===== src/rtl/adc_rdseq_pkg.sv =====
package adc_rdseq_pkg;

    // Phases of one read operation on the converter bus.
    typedef enum logic [2:0] {
        SQ_IDLE,
        SQ_SETUP,
        SQ_STRB,
        SQ_HOLD,
        SQ_GAP
    } sq_state_e;

endpackage


===== src/rtl/adc_rdseq_since.sv =====
// Counts cycles since the last conversion-starting strobe and reports
// when the conversion is surely over and when a new start is allowed.
module adc_rdseq_since #(
    parameter int unsigned CONV_CYC = 135,
    parameter int unsigned ACQ_CYC  = 30
) (
    input  logic clk,
    input  logic rst_n,
    input  logic start_i,
    output logic conv_over_o,
    output logic start_ok_o
);
    localparam int unsigned LIMIT = CONV_CYC + ACQ_CYC;
    localparam int unsigned TW    = $clog2(LIMIT + 1) + 1;
    localparam logic [TW-1:0] LIM_V  = TW'(LIMIT);
    localparam logic [TW-1:0] CONV_V = TW'(CONV_CYC);

    logic [TW-1:0] since_d, since_q;

    always_comb begin
        since_d = since_q;
        if (start_i) begin
            since_d = '0;
        end else if (since_q < LIM_V) begin
            since_d = since_q + 1'b1;
        end
    end

    always_ff @(posedge clk) begin
        if (!rst_n) begin
            since_q <= LIM_V;
        end else begin
            since_q <= since_d;
        end
    end

    assign conv_over_o = (since_q >= CONV_V);
    assign start_ok_o  = (since_q >= LIM_V);


    start_spacing_chk: assert property (@(posedge clk) disable iff (!rst_n)
        start_i |-> start_ok_o);

endmodule


===== src/rtl/adc_rdseq_pack.sv =====
// Builds the right-justified output word from either the full bus or
// the two captured parts.
module adc_rdseq_pack #(
    parameter int unsigned ADC_W = 12,
    parameter int unsigned LO_W  = 8,
    parameter int unsigned OUT_W = 16,
    localparam int unsigned HI_W = ADC_W - LO_W
) (
    input  logic             byte_path_i,
    input  logic [ADC_W-1:0] full_i,
    input  logic [LO_W-1:0]  lo_i,
    input  logic [HI_W-1:0]  hi_i,
    output logic [OUT_W-1:0] word_o
);
    logic [ADC_W-1:0] merged;

    assign merged = byte_path_i ? {hi_i, lo_i} : full_i;

    generate
        if (OUT_W > ADC_W) begin : g_pad
            assign word_o = {{(OUT_W - ADC_W){1'b0}}, merged};
        end else begin : g_nopad
            assign word_o = merged[OUT_W-1:0];
        end
    endgenerate

endmodule


===== src/rtl/adc_rdseq_outbuf.sv =====
// Single output register with a valid/ready handshake.
module adc_rdseq_outbuf #(
    parameter int unsigned W = 16
) (
    input  logic         clk,
    input  logic         rst_n,
    input  logic         load_i,
    input  logic [W-1:0] data_i,
    input  logic         ready_i,
    output logic         valid_o,
    output logic [W-1:0] data_o
);
    typedef struct packed {
        logic         valid;
        logic [W-1:0] data;
    } ob_t;

    ob_t ob_d, ob_q;

    always_comb begin
        ob_d = ob_q;
        if (ob_q.valid && ready_i) begin
            ob_d.valid = 1'b0;
        end
        if (load_i) begin
            ob_d.valid = 1'b1;
            ob_d.data  = data_i;
        end
    end

    always_ff @(posedge clk) begin
        if (!rst_n) begin
            ob_q <= '0;
        end else begin
            ob_q <= ob_d;
        end
    end

    assign valid_o = ob_q.valid;
    assign data_o  = ob_q.data;


    hold_until_ready_chk: assert property (@(posedge clk) disable iff (!rst_n)
        (valid_o && !ready_i) |=> (valid_o && $stable(data_o)));


    no_overwrite_chk: assert property (@(posedge clk) disable iff (!rst_n)
        load_i |-> !valid_o);

endmodule


===== src/rtl/adc_rdseq.sv =====
module adc_rdseq
    import adc_rdseq_pkg::*;
#(
    parameter int unsigned ADC_W    = 12,
    parameter int unsigned OUT_W    = 16,
    parameter int unsigned LO_W     = 8,
    parameter int unsigned CONV_CYC = 135,
    parameter int unsigned ACQ_CYC  = 30,
    parameter int unsigned RD_PULSE = 3,
    parameter int unsigned RD_GAP   = 2
) (
    input  logic             clk,
    input  logic             rst_n,
    input  logic             cfg_nowait,
    input  logic             cfg_byte,
    output logic             cs_n,
    output logic             rd_n,
    output logic             hbyte_sel,
    input  logic [ADC_W-1:0] adc_d,
    input  logic             adc_idle,
    output logic [OUT_W-1:0] smp_data,
    output logic             smp_valid,
    input  logic             smp_ready,
    output logic             tmo_err
);
    localparam int unsigned HI_W    = ADC_W - LO_W;
    localparam int unsigned TMO_CYC = 2 * CONV_CYC;
    localparam int unsigned PMAX    = (RD_PULSE > RD_GAP) ? RD_PULSE : RD_GAP;
    localparam int unsigned PW      = $clog2(PMAX + 1) + 1;
    localparam int unsigned MW      = $clog2(TMO_CYC + 1) + 1;
    localparam logic [PW-1:0] PULSE_LAST = PW'(RD_PULSE - 1);
    localparam logic [PW-1:0] GAP_LAST   = PW'(RD_GAP - 1);
    localparam logic [MW-1:0] TMO_LAST   = MW'(TMO_CYC - 1);

    typedef struct packed {
        sq_state_e       st;
        logic            hb;        // byte-select of current read
        logic            starts;    // current read starts a conversion
        logic            waits;     // strobe held until converter finishes
        logic            finish;    // current read completes a sample
        logic            discard;   // priming read, data dropped
        logic            step;      // position inside a two-read sample
        logic            primed;
        logic            seen_low;
        logic            err;
        logic            nw;
        logic            bp;
        logic [PW-1:0]   cnt;
        logic [MW-1:0]   tmo;
        logic [LO_W-1:0] lo;
        logic [HI_W-1:0] hi;
    } seq_t;

    seq_t seq_d, seq_q;

    logic             start_pulse;
    logic             load;
    logic             conv_over;
    logic             start_ok;
    logic             eff_nw, eff_bp, eff_primed, go;
    logic [OUT_W-1:0] word;
    logic [LO_W-1:0]  lo_mux;
    logic [HI_W-1:0]  hi_mux;

    adc_rdseq_since #(
        .CONV_CYC (CONV_CYC),
        .ACQ_CYC  (ACQ_CYC)
    ) u_since (
        .clk         (clk),
        .rst_n       (rst_n),
        .start_i     (start_pulse),
        .conv_over_o (conv_over),
        .start_ok_o  (start_ok)
    );

    assign lo_mux = seq_q.hb ? seq_q.lo : adc_d[LO_W-1:0];
    assign hi_mux = seq_q.hb ? adc_d[HI_W-1:0] : seq_q.hi;

    adc_rdseq_pack #(
        .ADC_W (ADC_W),
        .LO_W  (LO_W),
        .OUT_W (OUT_W)
    ) u_pack (
        .byte_path_i (seq_q.bp),
        .full_i      (adc_d),
        .lo_i        (lo_mux),
        .hi_i        (hi_mux),
        .word_o      (word)
    );

    adc_rdseq_outbuf #(
        .W (OUT_W)
    ) u_out (
        .clk     (clk),
        .rst_n   (rst_n),
        .load_i  (load),
        .data_i  (word),
        .ready_i (smp_ready),
        .valid_o (smp_valid),
        .data_o  (smp_data)
    );

    always_comb begin
        seq_d       = seq_q;
        seq_d.err   = 1'b0;
        load        = 1'b0;
        start_pulse = 1'b0;
        go          = 1'b0;
        // Configuration is only taken at a sample boundary.
        eff_nw     = seq_q.step ? seq_q.nw : cfg_nowait;
        eff_bp     = seq_q.step ? seq_q.bp : cfg_byte;
        eff_primed = seq_q.primed &&
                     !(!seq_q.step && ((cfg_nowait != seq_q.nw) || (cfg_byte != seq_q.bp)));

        unique case (seq_q.st)
            SQ_IDLE: begin
                seq_d.nw     = eff_nw;
                seq_d.bp     = eff_bp;
                seq_d.primed = eff_primed;
                if (!eff_nw) begin
                    if (!seq_q.step) begin
                        if (!smp_valid && start_ok) begin
                            go = 1'b1; seq_d.hb = 1'b0; seq_d.starts = 1'b1;
                            seq_d.waits = 1'b1; seq_d.discard = 1'b0; seq_d.finish = !eff_bp;
                        end
                    end else begin
                        go = 1'b1; seq_d.hb = 1'b1; seq_d.starts = 1'b0;
                        seq_d.waits = 1'b0; seq_d.discard = 1'b0; seq_d.finish = 1'b1;
                    end
                end else if (!eff_primed) begin
                    if (!smp_valid && start_ok) begin
                        go = 1'b1; seq_d.hb = 1'b0; seq_d.starts = 1'b1;
                        seq_d.waits = 1'b0; seq_d.discard = 1'b1; seq_d.finish = 1'b0;
                    end
                end else if (!eff_bp || seq_q.step) begin
                    if (!smp_valid && start_ok) begin
                        go = 1'b1; seq_d.hb = 1'b0; seq_d.starts = 1'b1;
                        seq_d.waits = 1'b0; seq_d.discard = 1'b0; seq_d.finish = 1'b1;
                    end
                end else begin
                    if (conv_over) begin
                        go = 1'b1; seq_d.hb = 1'b1; seq_d.starts = 1'b0;
                        seq_d.waits = 1'b0; seq_d.discard = 1'b0; seq_d.finish = 1'b0;
                    end
                end
                if (go) begin
                    seq_d.st = SQ_SETUP;
                end
            end
            SQ_SETUP: begin
                seq_d.st       = SQ_STRB;
                seq_d.cnt      = '0;
                seq_d.tmo      = '0;
                seq_d.seen_low = 1'b0;
                start_pulse    = seq_q.starts;
            end
            SQ_STRB: begin
                if (seq_q.cnt < PULSE_LAST) begin
                    seq_d.cnt = seq_q.cnt + 1'b1;
                end
                if (seq_q.tmo != '1) begin
                    seq_d.tmo = seq_q.tmo + 1'b1;
                end
                if (!adc_idle) begin
                    seq_d.seen_low = 1'b1;
                end
                if (seq_q.waits && (seq_q.tmo >= TMO_LAST)) begin
                    seq_d.err  = 1'b1;
                    seq_d.step = 1'b0;
                    seq_d.st   = SQ_HOLD;
                end else if ((seq_q.cnt >= PULSE_LAST) &&
                             (!seq_q.waits || (seq_q.seen_low && adc_idle))) begin
                    seq_d.st = SQ_HOLD;
                    if (seq_q.discard) begin
                        seq_d.primed = 1'b1;
                    end else begin
                        if (seq_q.hb) begin
                            seq_d.hi = adc_d[HI_W-1:0];
                        end else begin
                            seq_d.lo = adc_d[LO_W-1:0];
                        end
                        if (seq_q.finish) begin
                            load       = 1'b1;
                            seq_d.step = 1'b0;
                        end else begin
                            seq_d.step = 1'b1;
                        end
                    end
                end
            end
            SQ_HOLD: begin
                seq_d.st  = SQ_GAP;
                seq_d.cnt = '0;
            end
            SQ_GAP: begin
                if (seq_q.cnt >= GAP_LAST) begin
                    seq_d.st = SQ_IDLE;
                end else begin
                    seq_d.cnt = seq_q.cnt + 1'b1;
                end
            end
            default: seq_d.st = SQ_IDLE;
        endcase
    end

    always_ff @(posedge clk) begin
        if (!rst_n) begin
            seq_q    <= '0;
            seq_q.st <= SQ_IDLE;
        end else begin
            seq_q <= seq_d;
        end
    end

    assign cs_n      = !((seq_q.st == SQ_SETUP) || (seq_q.st == SQ_STRB) || (seq_q.st == SQ_HOLD));
    assign rd_n      = (seq_q.st != SQ_STRB);
    assign hbyte_sel = seq_q.hb;
    assign tmo_err   = seq_q.err;


    cs_leads_rd_chk: assert property (@(posedge clk) disable iff (!rst_n)
        $fell(rd_n) |-> !$past(cs_n));


    cs_trails_rd_chk: assert property (@(posedge clk) disable iff (!rst_n)
        $rose(rd_n) |-> !cs_n);


    hb_steady_chk: assert property (@(posedge clk) disable iff (!rst_n)
        (!cs_n && !$past(cs_n)) |-> $stable(hbyte_sel));


    no_start_pending_chk: assert property (@(posedge clk) disable iff (!rst_n)
        ($fell(rd_n) && !hbyte_sel) |-> !smp_valid);


    tmo_ends_strobe_chk: assert property (@(posedge clk) disable iff (!rst_n)
        tmo_err |-> (rd_n && !$past(rd_n)));

endmodule


===== config.mk =====
export PLATFORM = sky130hd
export DESIGN_NAME = adc_rdseq
export DESIGN_NICKNAME = d
export VERILOG_FILES = /design/src/rtl/adc_rdseq_pkg.sv /design/src/rtl/adc_rdseq_since.sv /design/src/rtl/adc_rdseq_pack.sv /design/src/rtl/adc_rdseq_outbuf.sv /design/src/rtl/adc_rdseq.sv
export SDC_FILE = /design/constraint.sdc
export NUM_CORES = 1
export LEC_CHECK = 0
export BUFFER_PORTS_ARGS = -buffer_cell sky130_fd_sc_hd__buf_2
export CAP_MARGIN = 15
export CORE_UTILIZATION = 57
export DETAILED_ROUTE_END_ITERATION = 10
export PLACE_DENSITY = 0.82
export SLEW_MARGIN = 5
export SYNTH_ARGS = -nofsm -noshare
export SYNTH_HDL_FRONTEND = slang
export SYNTH_SLANG_ARGS = --single-unit

===== constraint.sdc =====
create_clock -name clk -period 2.49 [get_ports clk]
set_input_delay 0.1245 -clock clk [delete_from_list [all_inputs] [get_ports clk]]
set_output_delay 0.1245 -clock clk [all_outputs]
set_load 0.03 [all_outputs]

==> impl_metrics.json <==
{
  "routabilityCongestion": 0.779,
  "post_cts_buffers": 0,
  "tritoncts.num_buffers": 9,
  "maxCapViolCount": 0,
  "timing.rr.end": "u_out.data_o[6]",
  "async_flop_share": 0,
  "finalHoldViolCount": 0,
  "pin_count": 39,
  "grt_usage": 0.232,
  "synth-seq-cells": 61,
  "setup_violations": 0,
  "place.detailed.hpwl_mm": 4.22,
  "yosysTopAreaCellShare": 0.404,
  "gr-total-overflow": 0,
  "grt_pass1_wl_mm": 9.81,
  "netlist_area_um2": 3030,
  "num_vias": 2512,
  "die_area_um2": 5600,
  "ys_top_cells_by_area": "dfxtp_1 40%, mux2i_1 8.6%, nor2_1 7.3%, nand2_1 3.3%, ha_1 2.9%",
  "via_per_inst": 5.50,
  "die_h_um": 74.9,
  "drive_above_1_share": 0.173,
  "routed_wl_mm": 6.00,
  "endpoint_kind": "register",
  "grt_pass1_vias": 2231,
  "worstHoldEndpoint": "seq_q[8]",
  "cp.buffers_inverters": 2,
  "drcViolationCount": 0,
  "r2r_start": "seq_q[37]",
  "crit_fanout": 21,
  "crit_path_start_kind": "register",
  "start_util": 0.592,
  "dr.pass1.iters": 4,
  "wl_per_cell_um": 13.1,
  "cp.required_ns": 2.73,
  "period_share": 0.886,
  "multiInputGateArea_um2": 1650,
  "nets": 407,
  "fin_tns_setup_ns": 0,
  "path_delay_family": "simple AND/OR/NAND/NOR gates",
  "worst_pin_slew_ns": 0.659,
  "ir_drop_mv": 0.486,
  "crit_chain": "nor3b_4 -> inv_2 -> or2_4 -> a2111oi_4 -> buf_4 -> nor2_1 -> a311oi_1",
  "yosys-top-cells-count": "61 x dfxtp_1, 59 x nor2_1, 27 x nand2_1, 26 x mux2i_1",
  "cts_root_buf": "clkbuf_8",
  "fp.coreArea_um2": 5110,
  "num_antenna_cells": 0,
  "synth.distinct_cells": 55,
  "hp-class": "primary input to register",
  "powerDensity_nw_per_um2": 871,
  "ys_warn_count": 0,
  "slowest_delay_ns": 0.48,
  "drtAntennaViolNets": 0,
  "synth_top_area_cell": "dfxtp_1",
  "regArea_um2": 1220,
  "cts.sinks": 61,
  "syn_area_per_cell_um2": 8.67,
  "max_slew_margin": 0.556,
  "slowest_stage": "dfxtp_1",
  "synthFlopType": "dfxtp_1",
  "seq_area_frac_synth": 0.404,
  "p_leak_nw": 1.38,
  "finClkSkew_ns": 0.00961,
  "path_depth": 7,
  "synth_most_common_cell": "dfxtp_1",
  "ctsHtreeMaxLevel": 3,
  "min_period_ns": 2.21,
  "outcome": "completed",
  "r2r_cells": 7,
  "final_max_slew_viol_count": 0,
  "clock.fmax_mhz": 453,
  "cts_max_path_buffers": 2,
  "drtIter0Drc": 143,
  "synth_edf_count": 0,
  "min_delay_path_depth": 3,
  "port_buffers": 34,
  "hold_slack_ns": 0.0303,
  "cts.repair.resized": 0,
  "fillers": 433,
  "hold_start": "adc_d[4]",
  "synth_cells": 349,
  "clk_latency_ns": 0.34,
  "rrSetupSlack_ns": 0.28,
  "die_width_um": 74.9,
  "worstPathArrival_ns": 2.45,
  "clkTransAtPathRegs_ns": 0.07,
  "cts_tree": "built",
  "grt_antenna_before_repair": 0,
  "grt_max_degree": 22,
  "grt_setup_unrepaired": "false",
  "num_rows": 26,
  "path_class": "register to register",
  "ctsHoldBuffers": 0,
  "syn2layout_area_growth_pct": 13.9
}
layout by cell type, fill, tap and decap left out, types with 3 or more instances in the layout:
master and instances:
dfxtp_1 61, nor2_1 59, buf_2 34, nand2_1 27, mux2i_1 26, nand3_1 16, a21oi_1 16, inv_1 14
o21ai_0 9, xor2_1 9, clkbuf_8 9, a311oi_1 8, ha_1 7, buf_4 7, nand4_1 6, and2_1 6
nand2b_1 5, xnor2_1 5, o31ai_1 4, mux2_2 4, conb_1 4, nor3_1 3, clkbuf_1 3
area by class of cell:
type,count,share of cell area
Multi-Input combinational cell,253,0.478
Sequential cell,61,0.354
Timing Repair Buffer,41,0.0646
Clock buffer,12,0.0392
Tap cell,70,0.0254
Clock inverter,4,0.0211
Inverter,16,0.0174
how the worst max path moves through the flow:
stage / startpoint / endpoint / slack, ns
2_1_floorplan: seq_q[37] / seq_q[10] / 0.36
5_1_grt: seq_q[37] / u_out.data_o[6] / 0.10
6_report: seq_q[37] / u_out.data_o[6] / 0.28
3_3_place_gp: seq_q[37] / u_out.data_o[11] / 0.43
4_1_cts: seq_q[37] / u_out.data_o[6] / 0.27
3_5_place_dp: seq_q[37] / u_out.data_o[1] / 0.30
through the flow:
stage | instances | power [mW] | util | setup WS [ns] | cell area, um^2
after floorplan | 352 | 1.90 | - | 0.362 | 3040
after global placement | 441 | 2.05 | 0.634 | 0.430 | 3240
after detailed placement | 441 | 2.08 | 0.634 | 0.300 | 3240
after CTS | 457 | 3.02 | 0.675 | 0.265 | 3450
after global routing | 457 | 3.18 | 0.675 | 0.101 | 3450
final | 457 | 3.00 | 0.675 | 0.284 | 3450
layer usage:
metal | GRT usage | part of all wire | vias up
li1 | - | - | 1274
met1 | 0.270 | 0.45 | 1177
met2 | 0.401 | 0.49 | 51
met3 | 0.0723 | 0.040 | 10
met4 | 0.0881 | 0.013 | 0
met5 | 0 | 0 | -
cells by family (layout without fill, tap and decap cells):
family,Yosys count,in the layout,share of synthesized area
buffers and inverters,38,73,0.0558
and+or+nand+nor,139,139,0.223
xor gates and xnor gates,14,14,0.0405
adders and majority gates,7,7,0.0289
DFF,61,61,0.404
muxes,30,30,0.101
AOI/OAI and AO/OA,59,59,0.146
other,1,4,0.00124
worst min-delay path: cells and delay by family:
kind          cells  cell delay (ns)
buf+inv           1             0.08
mux               1             0.06
simple gates      1             0.07
flip-flops by register name (all words and copies together) (netlist names):
signal and cells:
u_out.data_o 12, tmo_err 1, seq_q 37, u_out.valid_o 1, u_since.since_q 9, hbyte_sel 1
power breakdown:
group,switching (mW),internal (mW),total (mW)
clock network,0.376,0.563,0.939
logic,0.485,0.342,0.827
registers,0.161,1.08,1.24
total,1.02,1.98,3.00
No activity file was read; power rests on OpenSTA's default activity.
